`src/rtl/swz_pkg.sv`:
```
package swz_pkg;
  localparam int NUM_PIRQ   = 4;
  localparam int NUM_IRQ    = 16;
  localparam int IRQ_W      = $clog2(NUM_IRQ);
  localparam int TRIG_BYTES = NUM_IRQ / 8;

  // Write strobes from the decoder to the datapath
  typedef struct packed {
    logic [NUM_PIRQ-1:0]   routeWr;
    logic [TRIG_BYTES-1:0] trigWr;
    logic [7:0]            cfgData;
    logic [7:0]            ioData;
  } wrStrobe_t;
endpackage

```
`src/rtl/swz_ctrl.sv`:
```
module swz_ctrl
  import swz_pkg::*;
#(
  parameter logic [7:0]  ROUTE_BASE = 8'h60,
  parameter logic [15:0] TRIG_BASE  = 16'h04D0
) (
  input  logic        cfgWrEn,
  input  logic [7:0]  cfgAddr,
  input  logic [7:0]  cfgWrData,
  input  logic        ioWrEn,
  input  logic [15:0] ioAddr,
  input  logic [7:0]  ioWrData,
  output wrStrobe_t   strobe
);
  always_comb begin
    strobe = '0;
    for (int n = 0; n < NUM_PIRQ; n++) begin
      strobe.routeWr[n] = cfgWrEn && (cfgAddr == ROUTE_BASE + 8'(n));
    end
    for (int b = 0; b < TRIG_BYTES; b++) begin
      strobe.trigWr[b] = ioWrEn && (ioAddr == TRIG_BASE + 16'(b));
    end
    strobe.cfgData = cfgWrData;
    strobe.ioData  = ioWrData;
  end
endmodule

```
`src/rtl/swz_datapath.sv`:
```
module swz_datapath
  import swz_pkg::*;
#(
  parameter int NUM_DEV = 64,
  parameter int SLOT_W  = 5
) (
  input  logic                      clk,
  input  logic                      rstN,
  input  logic [NUM_DEV*4-1:0]      devLevel,
  input  logic [NUM_DEV*SLOT_W-1:0] devSlot,
  input  wrStrobe_t                 strobe,
  output logic [NUM_IRQ-1:0]        irqLevel,
  output logic [NUM_IRQ-1:0]        irqTrigLevel
);
  logic [NUM_PIRQ-1:0] routeOff;
  logic [IRQ_W-1:0]    routeIrq [NUM_PIRQ];
  logic [NUM_PIRQ-1:0] devPirq [NUM_DEV];
  logic [NUM_PIRQ-1:0] pirqLvl;
  logic [NUM_IRQ-1:0]  irqNext;
  logic                unusedBits;

  assign unusedBits = ^{devSlot, strobe.cfgData[6:4]};

  // Steering registers: disable flag plus IRQ number
  always_ff @(posedge clk or negedge rstN) begin
    if (!rstN) begin
      routeOff <= '1;
      for (int n = 0; n < NUM_PIRQ; n++) routeIrq[n] <= '0;
    end else begin
      for (int n = 0; n < NUM_PIRQ; n++) begin
        if (strobe.routeWr[n]) begin
          routeOff[n] <= strobe.cfgData[7];
          routeIrq[n] <= strobe.cfgData[IRQ_W-1:0];
        end
      end
    end
  end

  // Trigger-mode byte registers
  genvar b;
  generate
    for (b = 0; b < TRIG_BYTES; b++) begin : gTrig
      always_ff @(posedge clk or negedge rstN) begin
        if (!rstN) irqTrigLevel[b*8 +: 8] <= '0;
        else if (strobe.trigWr[b]) irqTrigLevel[b*8 +: 8] <= strobe.ioData;
      end
    end
  endgenerate

  // Per-device rotation of the pins by the slot number
  genvar d;
  generate
    for (d = 0; d < NUM_DEV; d++) begin : gDev
      logic [1:0] slotLo;
      logic [7:0] dbl;
      assign slotLo = devSlot[d*SLOT_W +: 2];
      assign dbl = {devLevel[d*4 +: 4], devLevel[d*4 +: 4]} << slotLo;
      assign devPirq[d] = dbl[7:4];
    end
  endgenerate

  // Wire-OR of all devices onto the shared lines, then steering
  always_comb begin
    pirqLvl = '0;
    for (int i = 0; i < NUM_DEV; i++) pirqLvl |= devPirq[i];
    irqNext = '0;
    for (int n = 0; n < NUM_PIRQ; n++) begin
      if (!routeOff[n] && pirqLvl[n]) irqNext[routeIrq[n]] = 1'b1;
    end
  end

  always_ff @(posedge clk or negedge rstN) begin
    if (!rstN) irqLevel <= '0;
    else       irqLevel <= irqNext;
  end
endmodule

```
`src/rtl/swz_router.sv`:
```
module swz_router
  import swz_pkg::*;
#(
  parameter int          NUM_DEV    = 64,
  parameter int          SLOT_W     = 5,
  parameter logic [7:0]  ROUTE_BASE = 8'h60,
  parameter logic [15:0] TRIG_BASE  = 16'h04D0
) (
  input  logic                      clk,
  input  logic                      rstN,
  input  logic [NUM_DEV*4-1:0]      devLevel,
  input  logic [NUM_DEV*SLOT_W-1:0] devSlot,
  input  logic                      cfgWrEn,
  input  logic [7:0]                cfgAddr,
  input  logic [7:0]                cfgWrData,
  input  logic                      ioWrEn,
  input  logic [15:0]               ioAddr,
  input  logic [7:0]                ioWrData,
  output logic [15:0]               irqLevel,
  output logic [15:0]               irqTrigLevel
);
  wrStrobe_t strobe;

  swz_ctrl #(.ROUTE_BASE(ROUTE_BASE), .TRIG_BASE(TRIG_BASE)) uCtrl (
    .cfgWrEn(cfgWrEn), .cfgAddr(cfgAddr), .cfgWrData(cfgWrData),
    .ioWrEn(ioWrEn), .ioAddr(ioAddr), .ioWrData(ioWrData),
    .strobe(strobe)
  );

  swz_datapath #(.NUM_DEV(NUM_DEV), .SLOT_W(SLOT_W)) uData (
    .clk(clk), .rstN(rstN), .devLevel(devLevel), .devSlot(devSlot),
    .strobe(strobe), .irqLevel(irqLevel), .irqTrigLevel(irqTrigLevel)
  );
endmodule

```
`config.mk`:
```
export PLATFORM = sky130hd
export DESIGN_NAME = swz_router
export DESIGN_NICKNAME = d
export VERILOG_FILES = /design/src/rtl/swz_pkg.sv /design/src/rtl/swz_ctrl.sv /design/src/rtl/swz_datapath.sv /design/src/rtl/swz_router.sv
export SDC_FILE = /design/constraint.sdc
export NUM_CORES = 1
export LEC_CHECK = 0
export CAP_MARGIN = 20
export CORE_AREA = 4 4 249 251
export DETAILED_ROUTE_END_ITERATION = 6
export DIE_AREA = 0 0 253 255
export GPL_TIMING_DRIVEN = 0
export PLACE_DENSITY = 0.39
export SETUP_SLACK_MARGIN = 0.1
export SYNTH_ARGS = -nofsm -noshare
export SYNTH_HDL_FRONTEND = slang
export SYNTH_HIERARCHICAL = 1
export SYNTH_SLANG_ARGS = --single-unit
```
`constraint.sdc`:
```
create_clock -name clk -period 1.91 [get_ports clk]
set_clock_uncertainty 0.15 [all_clocks]
set_input_delay 0.573 -clock clk [delete_from_list [all_inputs] [get_ports clk]]
set_output_delay 0.573 -clock clk [all_outputs]
set_load 0.01 [all_outputs]
```
; Word level (Yosys, flattened, before mapping)
; Cells that the tools add are included.
; Widths: inputs -> output; s select.
[totals]
word_cells = 185
regBits = 52
output_inout_bits = 32
input_bits = 620
[op_classes]
bitwise_logic = 66
magnitude_cmp = 8
n_reduce_logical = 18
eq_ne = 6
mux = 12
shift = 64
[op_table]
columns = cell, n
row1 = $shl 8x2->8, 64
row2 = $or 4x4->4, 63
row3 = $mux 16, 4
row4 = $or 16x16->16, 3
row5 = $eq 16x11->1 const B, 2
row6 = $eq 8x7->1 const B, 4
row7 = $lt 4x5->1 const B, 4
row8 = $demux 1 s4, 4
row9 = $ge 4x1->1 const B, 4
row10 = $logic_and 1x1->1, 14
row11 = $logic_not 1->1, 4
row12 = $mux 1, 4

; Longest topological paths before layout
; Gate-level depths: netlist (run 1).
[depth]
ltp_word = 72
ltp_mapped = 8
depth_no_buf = 7

; Cells and area by module
; The synthesis (run 1) kept the hierarchy.
[modules_own_cells]
columns = module, instances, area_per_inst_um2, cells_each, seq_area_each_um2
row1 = swz_datapath, 1, 9405.3, 758, 1306.3
row2 = swz_ctrl, 1, 221.5, 32, 0.0

; Worst setup path after synthesis (run 1)
; Ideal clock, no wire load.
[synth_timing]
path_kind = input -> register
start = input devSlot[136]
end = register uData.irqLevel[4]
required_ns = 1.634
cell_stages = 8
n_path_buf = 1
path_slack_ns = -1.197
arrival_time_ns = 2.831
cell_sequence = clkbuf_1 > mux4_2 > nor4_1 > nand4_1 > or4_4 > nor4b_4 > a32o_1 > a221o_1
[synth_via]
elab_chain_cells = 46
word_cells_on_any_way = 49
cone_classes = shift: 1 / mux: 4 / bitwise: 40 / reduce/logical: 4
[synth_rtl]
columns = element, line
row1 = start: declaration, swz_router.sv:12  ; input logic [NUM_DEV*SLOT_W-1:0] devSlot,
row2 = $shl 8x2->8 *, swz_datapath.sv:57  ; assign dbl = {devLevel[d*4 +: 4], devLevel[d*4 +: 4]} << slotLo;
row3 = $or 4x4->4 * (37 in a row), swz_datapath.sv:65  ; for (int i = 0; i < NUM_DEV; i++) pirqLvl |= devPirq[i];
row4 = $logic_and 1x1->1, swz_datapath.sv:68  ; if (!routeOff[n] && pirqLvl[n]) irqNext[routeIrq[n]] = 1'b1;
row5 = $mux 16, swz_datapath.sv:68
row6 = $or 16x16->16 (no line), -
row7 = $mux 16, swz_datapath.sv:68
row8 = $or 16x16->16 (no line), -
row9 = $mux 16, swz_datapath.sv:68
row10 = $or 16x16->16 (no line), -
row11 = $mux 16 *, swz_datapath.sv:68
row12 = via uData.irqNext[4], swz_datapath.sv:19  ; logic [NUM_IRQ-1:0] irqNext;
row13 = end signal: assignment, swz_datapath.sv:74  ; else irqLevel <= irqNext;
row14 = end: declaration, swz_datapath.sv:12  ; output logic [NUM_IRQ-1:0] irqLevel,
; The timed path passes the listed nets; every way through them passes the cells marked *.
; A chain may end at the register's enable or synchronous reset.

; Worst setup path after layout (run 1)
[layout_timing]
start = input devLevel[108]
end = register uData.irqLevel[4]
[layout_via]
elab_chain_cells = 46
word_cells_on_any_way = 49
cone_classes = shift: 1 / mux: 4 / bitwise: 40 / reduce/logical: 4
[layout_rtl]
columns = element, line
row1 = start: declaration, swz_router.sv:11  ; input logic [NUM_DEV*4-1:0] devLevel,
row2 = $shl 8x2->8 *, swz_datapath.sv:57
row3 = $or 4x4->4 * (37 in a row), swz_datapath.sv:65
row4 = $logic_and 1x1->1, swz_datapath.sv:68
row5 = $mux 16, swz_datapath.sv:68
row6 = $or 16x16->16 (no line), -
row7 = $mux 16, swz_datapath.sv:68
row8 = $or 16x16->16 (no line), -
row9 = $mux 16, swz_datapath.sv:68
row10 = $or 16x16->16 (no line), -
row11 = $mux 16 *, swz_datapath.sv:68
row12 = via uData.irqNext[4], swz_datapath.sv:19
; Marked as above.

==> results of run 1 <==
layer usage:
| metal | part of all wire | vias to the layer above | wire, um | GRT usage |
|---|---|---|---|---|
| met5 | 0.0019 | - | 122 | 0 |
| met3 | 0.084 | 74 | 5343 | 0.05955 |
| li1 | - | 4390 | - | - |
| met1 | 0.43 | 5270 | 27640 | 0.2449 |
| met4 | 0.021 | 20 | 1370 | 0.03830 |
| met2 | 0.46 | 473 | 29370 | 0.3047 |
final cells by class:
cell class | count | area share
multi-input combinational | 650 | 0.5751
timing repair buffer | 436 | 0.2224
sequential | 52 | 0.08438
tap | 782 | 0.06320
buffer | 55 | 0.03500
clock buffer | 6 | 0.008971
inverter | 30 | 0.007274
clock inverter | 2 | 0.002505
antenna | 7 | 0.001131
layout by cell type, fill, tap and decap left out, types with 10 or more instances in the layout:
cell	count
nor4_4	31
nor4_2	11
nor2_1	23
mux2i_1	110
o22ai_1	52
a221oi_1	14
a221o_1	17
mux2_2	66
clkdlybuf4s15_2	37
clkdlybuf4s15_1	59
clkbuf_2	64
dfrtp_1	48
buf_4	59
inv_1	30
mux4_2	165
clkbuf_4	10
buf_6	34
dlygate4sd2_1	89
nand4_1	18
mux2_4	31
buf_2	109
power by group:
group	total (W)	internal (W)	leakage, nW	switching [W]
Clock	0.00106	0.000657	0.0871	0.000402
Combinational	0.00340	0.00163	5.48	0.00177
Sequential	0.00121	0.00116	0.669	0.0000466
state kept, by name, indices dropped and copies added (netlist names):
name	flops
uData/irqLevel	16
uData/routeIrq	16
uData/routeOff	4
uData/irqTrigLevel	16
worst max-delay path, cell delays in order:
cell	delay, ns
clkdlybuf4s15_1	0.23
mux4_2	0.61
nor4_4	0.26
nand4_1	0.25
or4_4	0.53
nor4b_4	0.17
a32o_2	0.28
a221o_1	0.28
how the worst min path moves through the flow:
stage	endpoint	slack, ns	cells past startpoint
floorplan	uData/irqLevel[0]	0.13	0
global route	uData/irqTrigLevel[11]	0.18	1
finish	uData/irqTrigLevel[11]	0.15	1
CTS	uData/irqTrigLevel[11]	0.17	1
detailed placement	uData/irqTrigLevel[8]	0.35	1
global placement	uData/irqTrigLevel[4]	0.35	1
repair_timing:
action | CTS | global route
gates resized for setup | 1200 | 187
setup buffers | 22 | 6
pin swaps | 67 | 43
setup endpoints to repair | 84 | 52
through the flow:
stage / total power, W / setup WS, ns / utilization / hold slack, ns
2_1_floorplan: 0.002635 / -1.050 / - / 0.1274
3_3_place_gp: 0.004566 / -3.259 / 0.2499 / 0.3460
3_5_place_dp: 0.004592 / -3.273 / 0.2504 / 0.3462
4_1_cts: 0.005695 / -1.247 / 0.2583 / 0.1656
5_1_grt: 0.005939 / -1.291 / 0.2583 / 0.1850
6_report: 0.005667 / -1.260 / 0.2584 / 0.1456
==> qor.yml, run 1 <==
floorplanning:
  ios: 652
  die_w_um: 253
  rows: 90
  core_area_um2: 59910
  start_util: 0.1603
  die_h_um: 255
  die-area_um2: 64520
clocking:
  cts_hold_buffers: 0
  htreeDepth: 2
  ctsRootBufferMaster: "clkbuf_16"
  clk_path_buf_depth: 2
  clk_latency_ns: 0.29
  clkSlewWorstSetupHoldPaths_ns: 0.07
  cts_sinks: 52
  tritoncts: "yes"
  cts_made_buffers: 5
critical_path:
  crit_fanout: 4
  end_kind: "register"
  crit_path_start_kind: "input pin"
  critPathLaunch: "devLevel[108]"
  arrival_ns: 3.19
  worstSetupEndpoint: "uData/irqLevel[4]"
  required_ns: 1.93
  timing.rr.end: "uData/irqLevel[13]"
  reg2regPathDepth: 4
  r2r_start: "uData/routeIrq[7]"
  rrSetupSlack_ns: 0.18
  critPathKind: "input pin to register"
sta:
  rsz0062_at_grt: "true"
  slew_headroom: 0.5046
  fin_crit_sh: 1.660
  tightest_slew_ns: 0.7244
  setup_viol: 24
  min_period_ns: 3.170
  fmaxAchievable_ghz: 0.3155
  fin_setup_tns_ns: -19.27
  drv_slew: 0
  worst_slack_ns: -1.260
  hold_viol_final: 0
placement:
  dpl.cell_count: 1977
  place_hpwl_mm: 57.24
  gp_congestion: 0.8773
  port_buffers: 403
  placed_area_um2: 15000
grt:
  grt_max_degree: 29
  overflow: 0
  grt_pass1_vias: 10570
  gr-usage-all-layers: 0.1867
  grt_first_pass_wirelength_mm: 84.37
  antenna_found_initial: 30
pwr:
  peakVddDrop_v: 0.0003259
  p_per_area_nw_per_um2: 366.1
  leakage_nw: 6.240
drt:
  wl_mm: 63.84
  wl_per_cell_um: 31.60
  ant_nets: 0
  drt_iter0_markers: 697
  drtPass1Iterations: 5
  vias_per_cell: 5.063
  drc_errors: 0
  vias: 10230
synthesis:
  syn-num-nets: 1407
  synth.cell_area_um2: 9604
  syn-instance-count: 787
  ys_warn_count: 6
  syn_area_per_cell_um2: 12.20
run_status:
  failed_checks: "negative setup slack"
  outcome: "finished with violations"
finish:
  nFillCells: 6462
  layout-drive-gt1-share: 0.5776
  multiInputGateArea_um2: 8904
  final_cell_count_no_fill: 2020
  area_growth_pct: 61.19
  fin_area_um2: 15480
  nNetsFinal: 1850
  register_area_um2: 1306
hold_path:
  hold_class: "input pin to async pin"
run:
  drv_cap: 0
Power figures use the tool's default switching activity.
==> run 2, diff against run 1 <==
Settings changed: CTS_CLUSTER_SIZE set to 40.
==> results of run 2 <==
No change in the layout: final DEF, timing and power equal those of run 1.
